**config.mk**
```make
export PLATFORM = sky130hd
export DESIGN_NAME = decode_slot_steer
export DESIGN_NICKNAME = d
export VERILOG_FILES = /design/src/rtl/dss_pkg.sv /design/src/rtl/dss_group_pick.sv /design/src/rtl/dss_rom_seq.sv /design/src/rtl/decode_slot_steer.sv
export SDC_FILE = /design/constraint.sdc
export NUM_CORES = 1
export LEC_CHECK = 0
export BUFFER_PORTS_ARGS = -buffer_cell sky130_fd_sc_hd__buf_2
export CAP_MARGIN = 20
export CORE_MARGIN = 2
export CORE_UTILIZATION = 49
export DETAILED_ROUTE_END_ITERATION = 10
export PLACE_DENSITY = 0.85
export SLEW_MARGIN = 20
export SYNTH_ARGS = -nofsm -noshare
export SYNTH_HDL_FRONTEND = slang
export SYNTH_SLANG_ARGS = --single-unit
```
**constraint.sdc**
```tcl
create_clock -name clk -period 8.59 [get_ports clk]
set_clock_uncertainty 0.2 [all_clocks]
set_input_delay 1.2885 -clock clk [delete_from_list [all_inputs] [get_ports clk]]
set_output_delay 1.2885 -clock clk [all_outputs]
set_load 0.02 [all_outputs]
```
**src/rtl/dss_pkg.sv**
```systemverilog
package dss_pkg;
   localparam int NOPS_W = 3;
   localparam logic [NOPS_W-1:0] NOPS_SEQ = 3'd7;

   function automatic logic nops_legal(input logic [NOPS_W-1:0] code, input int cx_max);
      return (code == NOPS_SEQ) || ((code != '0) && (int'(code) <= cx_max));
   endfunction
endpackage

```
**src/rtl/dss_group_pick.sv**
```systemverilog
module dss_group_pick
   import dss_pkg::*;
#(
   parameter int N_SLOT = 3,
   parameter int CNT_W  = 2,
   parameter int OPS_W  = 3
) (
   input  logic [CNT_W-1:0]         win_cnt,
   input  logic [N_SLOT*NOPS_W-1:0] win_nops,
   output logic [N_SLOT-1:0]        grp_use,
   output logic [CNT_W-1:0]         grp_take,
   output logic [OPS_W-1:0]         grp_ops,
   output logic                     grp_seq
);
   logic [NOPS_W-1:0] head_code;
   logic              head_ok;

   assign head_code = win_nops[NOPS_W-1:0];
   assign head_ok   = (win_cnt != '0);
   assign grp_seq   = head_ok && (head_code == NOPS_SEQ);
   assign grp_use[0] = head_ok && !grp_seq;

   for (genvar k = 1; k < N_SLOT; k++) begin : g_narrow
      assign grp_use[k] = grp_use[k-1] && (win_cnt > CNT_W'(k)) &&
                          (win_nops[k*NOPS_W +: NOPS_W] == NOPS_W'(1));
   end

   always_comb begin
      logic [CNT_W-1:0] n;
      n = '0;
      for (int i = 0; i < N_SLOT; i++) n = n + CNT_W'(grp_use[i]);
      grp_take = grp_seq ? CNT_W'(1) : n;
      grp_ops  = grp_use[0] ? (OPS_W'(head_code) + OPS_W'(n) - OPS_W'(1)) : '0;
   end
endmodule

```
**src/rtl/dss_rom_seq.sv**
```systemverilog
module dss_rom_seq #(
   parameter int OPC_W    = 8,
   parameter int LEN_W    = 4,
   parameter int ROM_MIN  = 5,
   parameter int ROM_SPAN = 8,
   parameter int ROM_RATE = 4,
   parameter int LEN_MODE = 0
) (
   input  logic             clk,
   input  logic             rst,
   input  logic             start,
   input  logic [OPC_W-1:0] start_opc,
   input  logic             advance,
   output logic [LEN_W-1:0] first_cnt,
   output logic             busy,
   output logic [LEN_W-1:0] cur_cnt,
   output logic [LEN_W-1:0] cur_step,
   output logic [OPC_W-1:0] cur_opc
);
   logic [LEN_W-1:0] start_len;
   logic [LEN_W-1:0] rem_q, pos_q;
   logic [OPC_W-1:0] opc_q;

   if (LEN_MODE == 0) begin : g_len_mod
      assign start_len = LEN_W'(ROM_MIN) + LEN_W'(start_opc % OPC_W'(ROM_SPAN));
   end else begin : g_len_fixed
      assign start_len = LEN_W'(ROM_MIN);
   end

   assign first_cnt = (start_len > LEN_W'(ROM_RATE)) ? LEN_W'(ROM_RATE) : start_len;
   assign busy      = (rem_q != '0);
   assign cur_cnt   = (rem_q > LEN_W'(ROM_RATE)) ? LEN_W'(ROM_RATE) : rem_q;
   assign cur_step  = pos_q;
   assign cur_opc   = opc_q;

   always_ff @(posedge clk) begin
      if (rst) begin
         rem_q <= '0;
         pos_q <= '0;
         opc_q <= '0;
      end else if (start) begin
         rem_q <= start_len - first_cnt;
         pos_q <= first_cnt;
         opc_q <= start_opc;
      end else if (busy && advance) begin
         rem_q <= rem_q - cur_cnt;
         pos_q <= pos_q + cur_cnt;
      end
   end


   no_start_busy_chk: assert property (@(posedge clk) disable iff (rst) busy |-> !start);

   stall_hold_chk: assert property (@(posedge clk) disable iff (rst)
      (busy && !advance && !start) |=> ($stable(rem_q) && $stable(pos_q)));

   beat_bound_chk: assert property (@(posedge clk) disable iff (rst)
      busy |-> (cur_cnt != '0 && cur_cnt <= LEN_W'(ROM_RATE)));
endmodule

```
**src/rtl/decode_slot_steer.sv**
```systemverilog
module decode_slot_steer
   import dss_pkg::*;
#(
   parameter int OPC_W    = 8,
   parameter int N_NARROW = 2,
   parameter int CX_MAX   = 4,
   parameter int ROM_MIN  = 5,
   parameter int ROM_SPAN = 8,
   parameter int ROM_RATE = 4,
   parameter int LEN_MODE = 0,
   localparam int N_SLOT  = 1 + N_NARROW,
   localparam int CNT_W   = $clog2(N_SLOT + 1),
   localparam int PEAK    = (CX_MAX + N_NARROW > ROM_RATE) ? CX_MAX + N_NARROW : ROM_RATE,
   localparam int OPS_W   = $clog2(PEAK + 1),
   localparam int LEN_W   = $clog2(ROM_MIN + ROM_SPAN + 1)
) (
   input  logic                     clk,
   input  logic                     rst,
   input  logic                     in_valid,
   output logic                     in_ready,
   input  logic [CNT_W-1:0]         in_cnt,
   input  logic [N_SLOT*OPC_W-1:0]  in_opc,
   input  logic [N_SLOT*NOPS_W-1:0] in_nops,
   input  logic                     op_ready,
   output logic                     op_valid,
   output logic [OPS_W-1:0]         op_cnt,
   output logic                     op_from_rom,
   output logic [OPC_W-1:0]         op_opc,
   output logic [LEN_W-1:0]         op_step,
   output logic [CNT_W-1:0]         take_cnt,
   output logic [N_SLOT-1:0]        slot_use,
   output logic                     rom_busy
);
   if (CX_MAX < 1 || CX_MAX > 6) begin : g_bad_cx
      $error("CX_MAX must lie in 1..6");
   end
   if (ROM_MIN <= CX_MAX || ROM_MIN < 3) begin : g_bad_min
      $error("ROM_MIN must exceed CX_MAX and 2");
   end
   if (N_NARROW < 1 || ROM_RATE < 1 || ROM_SPAN < 1) begin : g_bad_cfg
      $error("N_NARROW, ROM_RATE and ROM_SPAN must be positive");
   end

   logic [N_SLOT-1:0] p_use;
   logic [CNT_W-1:0]  p_take;
   logic [OPS_W-1:0]  p_ops;
   logic              p_seq;
   logic              fire_in;
   logic [LEN_W-1:0]  s_first, s_cnt, s_step;
   logic [OPC_W-1:0]  s_opc;

   dss_group_pick #(.N_SLOT(N_SLOT), .CNT_W(CNT_W), .OPS_W(OPS_W)) u_pick (
      .win_cnt (in_cnt),
      .win_nops(in_nops),
      .grp_use (p_use),
      .grp_take(p_take),
      .grp_ops (p_ops),
      .grp_seq (p_seq)
   );

   assign in_ready = !rom_busy && op_ready;
   assign fire_in  = in_valid && in_ready;

   dss_rom_seq #(
      .OPC_W(OPC_W), .LEN_W(LEN_W), .ROM_MIN(ROM_MIN), .ROM_SPAN(ROM_SPAN),
      .ROM_RATE(ROM_RATE), .LEN_MODE(LEN_MODE)
   ) u_seq (
      .clk      (clk),
      .rst      (rst),
      .start    (fire_in && p_seq),
      .start_opc(in_opc[OPC_W-1:0]),
      .advance  (op_ready),
      .first_cnt(s_first),
      .busy     (rom_busy),
      .cur_cnt  (s_cnt),
      .cur_step (s_step),
      .cur_opc  (s_opc)
   );

   assign take_cnt = fire_in ? p_take : '0;
   assign slot_use = fire_in ? p_use : '0;
   assign op_valid = rom_busy || in_valid;

   always_comb begin
      if (rom_busy) begin
         op_cnt      = OPS_W'(s_cnt);
         op_from_rom = 1'b1;
         op_opc      = s_opc;
         op_step     = s_step;
      end else if (p_seq) begin
         op_cnt      = OPS_W'(s_first);
         op_from_rom = 1'b1;
         op_opc      = in_opc[OPC_W-1:0];
         op_step     = '0;
      end else begin
         op_cnt      = p_ops;
         op_from_rom = 1'b0;
         op_opc      = in_opc[OPC_W-1:0];
         op_step     = '0;
      end
   end

   // R1 (input assumption)
   legal_code_chk: assert property (@(posedge clk) disable iff (rst)
      in_valid |-> (in_cnt != '0 && int'(in_cnt) <= N_SLOT && nops_legal(in_nops[NOPS_W-1:0], CX_MAX)));

   busy_block_chk: assert property (@(posedge clk) disable iff (rst)
      rom_busy |-> (!in_ready && take_cnt == '0));

   stall_take_chk: assert property (@(posedge clk) disable iff (rst)
      !op_ready |-> (take_cnt == '0 && slot_use == '0));

   contig_chk: assert property (@(posedge clk) disable iff (rst)
      $countones(slot_use) == 0 || (slot_use[0] && $countones(slot_use) == int'(take_cnt)));

   seq_alone_chk: assert property (@(posedge clk) disable iff (rst)
      (fire_in && op_from_rom) |-> (take_cnt == CNT_W'(1) && slot_use == '0));

   seq_runs_chk: assert property (@(posedge clk) disable iff (rst)
      (fire_in && op_from_rom) |=> rom_busy);
endmodule

```
==> results.md, run 1 <==
* Critical path launch point: in_nops[4]
* Starting density of the core at 0.518
* Total Routing Usage GR at 0.214
* Fillcell total at 240
* HP Start: u_seq.cur_opc[4]$_SDFFE_PP0P_
* Synthesized netlist net count at 234
* Headroom to the max-slew limit at 0.487
* Clock tree sinks at 16
* Port bufs at 46
* Cell family contributing the most delay on the critical path: adder cells
* Quantity of gates resized following cts at 0
* Maximum clock path buffer count at 2
* Most frequent standard cell in the layout excluding fill and tap cells: sky130_fd_sc_hd__nand2_1
* Mean instance size in the synthesized netlist at 6.97 um^2
* Worst-path fanout max at 4
* Chip height at 55.2 um
* Clock root buffer: sky130_fd_sc_hd__clkbuf_4
* Global route hottest layer: met2
* Final Hold Vio Count at 0
* Leading cell types in the layout, fill and taps excluded: 48 x sky130_fd_sc_hd__nand2_1, 46 x sky130_fd_sc_hd__buf_2, 16 x sky130_fd_sc_hd__inv_1, 16 x sky130_fd_sc_hd__dfxtp_1, 15 x sky130_fd_sc_hd__a21oi_1
* Area of the mapped netlist at ~1300 um^2
* First-pass iteration count of the detailed router at 4
* Cell variety after synth at 39
* Run status: complete, no violations
* Wire length of the first global-routing pass at 4640 um
* Area Growth Syn to Fin at 21.0%
* Slew at the pin closest to its max-slew limit at 0.764 ns
* Final net count at about 280
* Rows at 18
* CTS tree: built
* Stage delay of the slowest cell on the critical path at 0.42 ns
* Critical Path, Cell by Cell: buf_2 > nor4bb_1 > nand2_1 > nor2_1 > fa_1 > inv_1 > ha_1 > inv_1 > ha_1 > xnor2_1 > xnor2_1 > a22oi_1 > o31ai_1 > buf_2
* Number of buffers inserted by post-CTS setup repair at 0
* Hold Path Class: flip-flop to flip-flop
* Met2 Use GR at 0.355
* Drc violations at 0
* Placer's final routability congestion estimate at between 0.7 and 0.8
* Final-layout setup total negative slack at 0 ns
* IR Drop Worst-Case VDD at 0.0000866 V
* Vias per cell at 5.30
* Sequential-to-total area share from yosys stat at 0.250
* Post-DP HPWL at 2370 um
* Post-Route WL at roughly 3100 um
* Number of max-cap violations at 0
* Arrival time at the worst endpoint at 3.68 ns
* Total vias in the final route at 1363
* Core area at 2480 um^2
* Static leakage power at 0.768 nW
* H-tree Lvls at 1
* CP max stage cell: sky130_fd_sc_hd__fa_1
* Total clock buffers created by CTS at 3
* Worst path buffer plus inverter count at 4
* RSZ-0062 raised after global routing: no
* CTS hold repair buffers at 0
* Number of inserted diodes at 0
* Count of synthesis-stage warnings from yosys at 0
* RR Startpoint: u_seq.rem_q[1]$_SDFFE_PP0P_
* Power per standard cell area at approximately 120 nW/um^2
* Antenna Violating Nets Remaining at 0
* Via count of the first global-routing pass at 1028
* Width of the die at 55.2 um
* Final Total Pwr at 183 uW
* Endpoint kind of the worst setup timing path: primary output
* Fraction of final layout cells sized beyond drive strength 1 at 0.233
* Minimum clock period after layout at ~5.2 ns
* Cell accounting for the most synthesized area: sky130_fd_sc_hd__dfxtp_1
* Worst-Skew Late Latency at 0.29 ns
* Antenna violations before repair at 0
* Clock transition at path regs at 0.09 ns
* Global Route met3 Usage at 0.0511
* Met1 capacity usage during global routing at 0.285
* Number of slew-limit violations in the final report at 0
* CP startpoint kind: primary input
* Average detailed-routed wire length per instance at 12.1 um
* Number of synthesized register bits at 16
* Gate count after technology mapping at 184
* Overflow left after global routing at 0
* Critical path start-end classification: primary input to primary output
* Worst EP required at 7.10 ns
* Number of top-level pins at 63
* Fmax at 0.193 GHz
* Die Outline Area at just over 3000 um^2
* Post-route fraction of the period consumed by the critical path at 0.602
* DR iter-0 viols at 26
* Top post-synthesis cells by area: sky130_fd_sc_hd__dfxtp_1 25%, sky130_fd_sc_hd__nand2_1 14%, sky130_fd_sc_hd__ha_1 8.8%, sky130_fd_sc_hd__a21oi_1 5.9%, sky130_fd_sc_hd__inv_1 4.7%
* Maximum number of pins on one net before global-route repair at 19
* Share of Yosys cell area claimed by the top area cell type at 0.250
* Layout Utilization at 0.626
* Total setup violations reported at the end of the flow at 0
-- power by group --
group / switching (mW) / internal (mW) / leakage [nW]
Combinational: 0.0405 / 0.0236 / 0.625
Clock: 0.0242 / 0.0163 / 0.0138
Sequential: 0.00214 / 0.0761 / 0.129
Total: 0.0669 / 0.116 / 0.768
-- final timing paths --
path	depth (start not counted)	endpoint	slack [ns]
setup reg to reg	5	u_seq.cur_step[0]$_SDFFE_PP0P_	5.73
setup / recovery	14	op_cnt[2]	3.42
hold reg to reg	2	u_seq.cur_opc[4]$_SDFFE_PP0P_	0.26
hold / removal	2	u_seq.cur_opc[4]$_SDFFE_PP0P_	0.26
-- state kept, by name, summed over array words and instances, names as in the netlist --
name / count
u_seq.cur_opc: 8
u_seq.cur_step: 4
u_seq.rem_q: 4
-- per-stage QoR --
| step | std cells | setup WS [ns] | hold WS [ns] | cell area [um^2] |
|---|---|---|---|---|
| after floorplan | 184 | 3.57 | 0.237 | 1280 |
| after global routing | 257 | 3.22 | 0.279 | 1550 |
| final | 257 | 3.42 | 0.258 | 1550 |
| after CTS | 257 | 3.43 | 0.260 | 1550 |
| after detailed placement | 254 | 3.45 | 0.247 | 1530 |
| after global placement | 254 | 3.44 | 0.244 | 1530 |
-- synthesized netlist by cell type --
cell                        count
sky130_fd_sc_hd__fa_1           2
sky130_fd_sc_hd__o41a_1         1
sky130_fd_sc_hd__nor2_1        14
sky130_fd_sc_hd__o2111ai_1      1
sky130_fd_sc_hd__a32oi_1        2
sky130_fd_sc_hd__inv_1         16
sky130_fd_sc_hd__a21o_1         3
sky130_fd_sc_hd__nor4bb_1       1
sky130_fd_sc_hd__nor3_1         4
sky130_fd_sc_hd__dfxtp_1       16
sky130_fd_sc_hd__a22oi_1        1
sky130_fd_sc_hd__nand3_1        4
sky130_fd_sc_hd__nand2b_1       2
sky130_fd_sc_hd__nand3b_1       1
sky130_fd_sc_hd__or3_4          1
sky130_fd_sc_hd__nand4bb_1      1
sky130_fd_sc_hd__and3_1         1
sky130_fd_sc_hd__buf_2          2
sky130_fd_sc_hd__o21ai_0        9
sky130_fd_sc_hd__a211oi_1       1
sky130_fd_sc_hd__ha_1           9
sky130_fd_sc_hd__nor4b_1        1
sky130_fd_sc_hd__conb_1         1
sky130_fd_sc_hd__o32ai_1        1
sky130_fd_sc_hd__o211a_1        1
sky130_fd_sc_hd__a311oi_1       4
sky130_fd_sc_hd__and2_1         5
sky130_fd_sc_hd__buf_1          1
sky130_fd_sc_hd__xnor2_1        3
sky130_fd_sc_hd__nand4b_1       1
sky130_fd_sc_hd__nor4_4         1
sky130_fd_sc_hd__nand2_1       48
sky130_fd_sc_hd__o41ai_1        1
sky130_fd_sc_hd__inv_2          1
sky130_fd_sc_hd__or3_1          2
sky130_fd_sc_hd__o31ai_1        1
sky130_fd_sc_hd__o21bai_1       1
sky130_fd_sc_hd__clkbuf_1       4
sky130_fd_sc_hd__a21oi_1       15
-- worst register-to-register path, cell delays in order, from the launching register on --
cell and delay [ns]:
sky130_fd_sc_hd__dfxtp_1 0.41, sky130_fd_sc_hd__nor4_4 0.72, sky130_fd_sc_hd__inv_2 0.30, sky130_fd_sc_hd__or3_4 0.55, sky130_fd_sc_hd__or3_1 0.34, sky130_fd_sc_hd__a311oi_1 0.26
-- area by class of cell --
cell class	count	area [um^2]	area share
multi-input cells	144	870	0.560
flip-flops and latches	16	320	0.206
well taps	30	37.5	0.0242
clock buffers	3	22.5	0.0145
inverters	17	63.8	0.0411
repair buffers	47	238	0.153
-- metal layers --
layer | routed length (um) | up-vias | share of wire
li1 | - | 716 | -
met1 | 1520 | 620 | 0.49
met2 | 1490 | 23 | 0.48
met3 | 93 | 4 | 0.030
met4 | 23 | 0 | 0.0074
met5 | 0 | - | 0
-- kinds of logic (layout without fill, tap and decap cells) --
group,count (synthesis),count (layout),synth area share
compound gates,42,42,0.213
other cells,1,1,0.00292
flops,16,16,0.250
buf+inv,24,67,0.0722
simple gates,87,87,0.323
xor+xnor,3,3,0.0205
fa+ha+maj,11,11,0.119
Power figures use the tool's default switching activity.
==> inputs of run 2 (changes only) <==
CORE_UTILIZATION = 41   (was 49)
PLACE_DENSITY = 0.75   (was 0.85)
clock period = 4.6 ns   (was 8.59 ns; I/O delays follow)
==> run 2 against run 1 <==
Register-to-register slack got worse by 4.0 ns. Cell count increased by 1.6%. Worst setup slack worse by 2.8 ns. Sequential power increased by 87%. Non-clock buffer count did not move. Worst hold slack better by 0.0016 ns. Flip-flop and latch count unchanged. Clock power rose by 130%. Routed wire length grew 6.5%. Total power increased by 98%. Largest power group unchanged.
==> results.md, run 2 (synthesis results as in run 1) <==
* Number of top-level pins at 63 (unchanged)
* Wire length of the first global-routing pass at 5330 um (was 4640 um)
* Rows at 20 (was 18)
* Most frequent standard cell in the layout excluding fill and tap cells: sky130_fd_sc_hd__nand2_1 (unchanged)
* Number of inserted diodes at 0 (unchanged)
* Post-layout worst setup margin at 0.638 ns (was 3.42 ns)
* Worst setup slack after placement at 0.650 ns (was 3.45 ns)
* Total vias in the final route at 1382 (was 1363)
* Vias per cell at 5.30 (about the same)
* Clock root buffer: sky130_fd_sc_hd__clkbuf_4 (unchanged)
* Endpoint kind of the worst setup timing path: primary output (unchanged)
* CTS hold repair buffers at 0 (unchanged)
* Post-DP HPWL at 2460 um (was 2370 um)
* Width of the die at 59.9 um (was 55.2 um)
* CP startpoint kind: primary input (unchanged)
* Maximum number of pins on one net before global-route repair at 19 (unchanged)
* Core area at 3000 um^2 (was 2480 um^2)
* Antenna Violating Nets Remaining at 0 (unchanged)
* Drc violations at 0 (unchanged)
* Layout Utilization at 0.523 (was 0.626)
* First-pass iteration count of the detailed router at 4 (unchanged)
* Clock tree sinks at 16 (unchanged)
* Static leakage power at 0.775 nW (was 0.768 nW)
* Headroom to the max-slew limit at 0.495 (was 0.487)
* Worst-path fanout max at 4 (unchanged)
* Port bufs at 46 (unchanged)
* Final Total Pwr at 362 uW (was 183 uW)
* Total Routing Usage GR at 0.194 (was 0.214)
* Area Growth Syn to Fin at 22.3% (was 21.0%)
* Number of placed instances with taps included at 257 (was 254)
* Die Outline Area at 3590 um^2 (was 3040 um^2)
* Run status: complete, no violations (unchanged)
* Area used by sequential logic in the layout at 320 um^2 (unchanged)
* Final net count at 279 (unchanged)
* Antenna violations before repair at 0 (unchanged)
* Placer's final routability congestion estimate at 0.788 (was 0.754)
* Total setup violations reported at the end of the flow at 0 (unchanged)
* Post-route fraction of the period consumed by the critical path at 0.861
* Starting density of the core at 0.427 (was 0.518)
* Arrival time at the worst endpoint at 3.07 ns (was 3.68 ns)
* IR Drop Worst-Case VDD at 0.000203 V (was 0.0000866 V)
* Number of max-cap violations at 0 (unchanged)
* DR iter-0 viols at 61 (was 26)
* Number of standard cells in the final layout excluding fillers at 261 (was 257)
* Via count of the first global-routing pass at 1169 (was 1028)
* H-tree Lvls at 1 (unchanged)
* Fillcell total at 325 (was 240)
* Chip height at 59.9 um (was 55.2 um)
* Fmax at 0.252 GHz
* Worst EP required at 3.71 ns (was 7.10 ns)
* Average detailed-routed wire length per instance at 12.7 um (was 12.1 um)
* Clock transition at path regs at 0.09 ns (about the same)
* Final-layout setup total negative slack at 0 ns (unchanged)
* Overflow left after global routing at 0 (unchanged)
* Fraction of final layout cells sized beyond drive strength 1 at 0.237 (was 0.233)
* Critical path start-end classification: primary input to primary output (unchanged)
* Maximum clock path buffer count at 2 (unchanged)
* Slew at the pin closest to its max-slew limit at 0.751 ns (was 0.764 ns)
* Post-Route WL at 3320 um (was 3120 um)
* Power per standard cell area at 230 nW/um^2 (was 118 nW/um^2)
* Max reg flops at 8 (unchanged)
* Area of the multi-input gates at 870 um^2 (unchanged)
* Quantity of gates resized following cts at 0 (unchanged)
* Minimum clock period after layout at 3.96 ns
* CTS tree: built (unchanged)
* RSZ-0062 raised after global routing: no (unchanged)
* Total clock buffers created by CTS at 3 (unchanged)
* Worst-Skew Late Latency at 0.29 ns (about the same)
* Number of slew-limit violations in the final report at 0 (unchanged)
* Leading cell types in the layout, fill and taps excluded: 48 x sky130_fd_sc_hd__nand2_1, 46 x sky130_fd_sc_hd__buf_2, 16 x sky130_fd_sc_hd__inv_1, 16 x sky130_fd_sc_hd__dfxtp_1, 15 x sky130_fd_sc_hd__a21oi_1 (unchanged)
* Hold Path Class: flip-flop to flip-flop (unchanged)
* Number of buffers inserted by post-CTS setup repair at 0 (unchanged)
* Final Hold Vio Count at 0 (unchanged)
-- run 2: changes by cell type in the layout (fill, tap and decap cells not counted) --
cell	change
sky130_fd_sc_hd__clkbuf_8	+1
-- run 2: where the power goes --
group	total, mW	leakage, nW	switching (mW)	internal [mW]
logic	0.121	0.625	0.0771	0.0442
clock network	0.0941	0.0210	0.0459	0.0482
registers	0.146	0.129	0.00409	0.142
-- run 2: path summary, 6_finish.rpt --
| kind | startpoint | endpoint | slack [ns] | depth (start not counted) |
|---|---|---|---|---|
| worst min register to register | u_seq.cur_opc[0]$_SDFFE_PP0P_ | u_seq.cur_opc[0]$_SDFFE_PP0P_ | 0.26 | 2 |
| worst max-delay path | in_nops[4] | op_cnt[2] | 0.64 | 14 |
| worst min-delay path | u_seq.cur_opc[0]$_SDFFE_PP0P_ | u_seq.cur_opc[0]$_SDFFE_PP0P_ | 0.26 | 2 |
| worst max register to register | u_seq.rem_q[1]$_SDFFE_PP0P_ | u_seq.cur_step[0]$_SDFFE_PP0P_ | 1.72 | 5 |
-- run 2: layout make-up --
| class | count | area share |
|---|---|---|
| Multi-Input combinational cell | 144 | 0.554 |
| Sequential cell | 16 | 0.204 |
| Timing Repair Buffer | 47 | 0.152 |
| Inverter | 17 | 0.0407 |
| Tap cell | 33 | 0.0263 |
| Clock buffer | 4 | 0.0231 |
-- run 2: through the flow --
step | instance area (um^2) | hold WS, ns
after floorplan | 1280 | 0.237
after global placement | 1530 | 0.245
after detailed placement | 1530 | 0.247
after CTS | 1570 | 0.262
after global routing | 1570 | 0.281
final | 1570 | 0.260
-- run 2: per-layer routing --
metal	global-route usage	wire, um	vias up
li1	-	-	719
met1	0.267	1540	625
met2	0.303	1580	36
met3	0.0498	179	2
met4	0.0444	18	0
met5	0	0	-
-- run 2: critical path, stage by stage --
cell and delay (ns):
sky130_fd_sc_hd__buf_2 0.09, sky130_fd_sc_hd__nor4bb_1 0.31, sky130_fd_sc_hd__nand2_1 0.16, sky130_fd_sc_hd__nor2_1 0.15, sky130_fd_sc_hd__fa_1 0.41, sky130_fd_sc_hd__inv_1 0.08, sky130_fd_sc_hd__ha_1 0.15, sky130_fd_sc_hd__inv_1 0.04
sky130_fd_sc_hd__ha_1 0.18, sky130_fd_sc_hd__xnor2_1 0.16, sky130_fd_sc_hd__xnor2_1 0.14, sky130_fd_sc_hd__a22oi_1 0.09, sky130_fd_sc_hd__o31ai_1 0.21, sky130_fd_sc_hd__buf_2 0.21
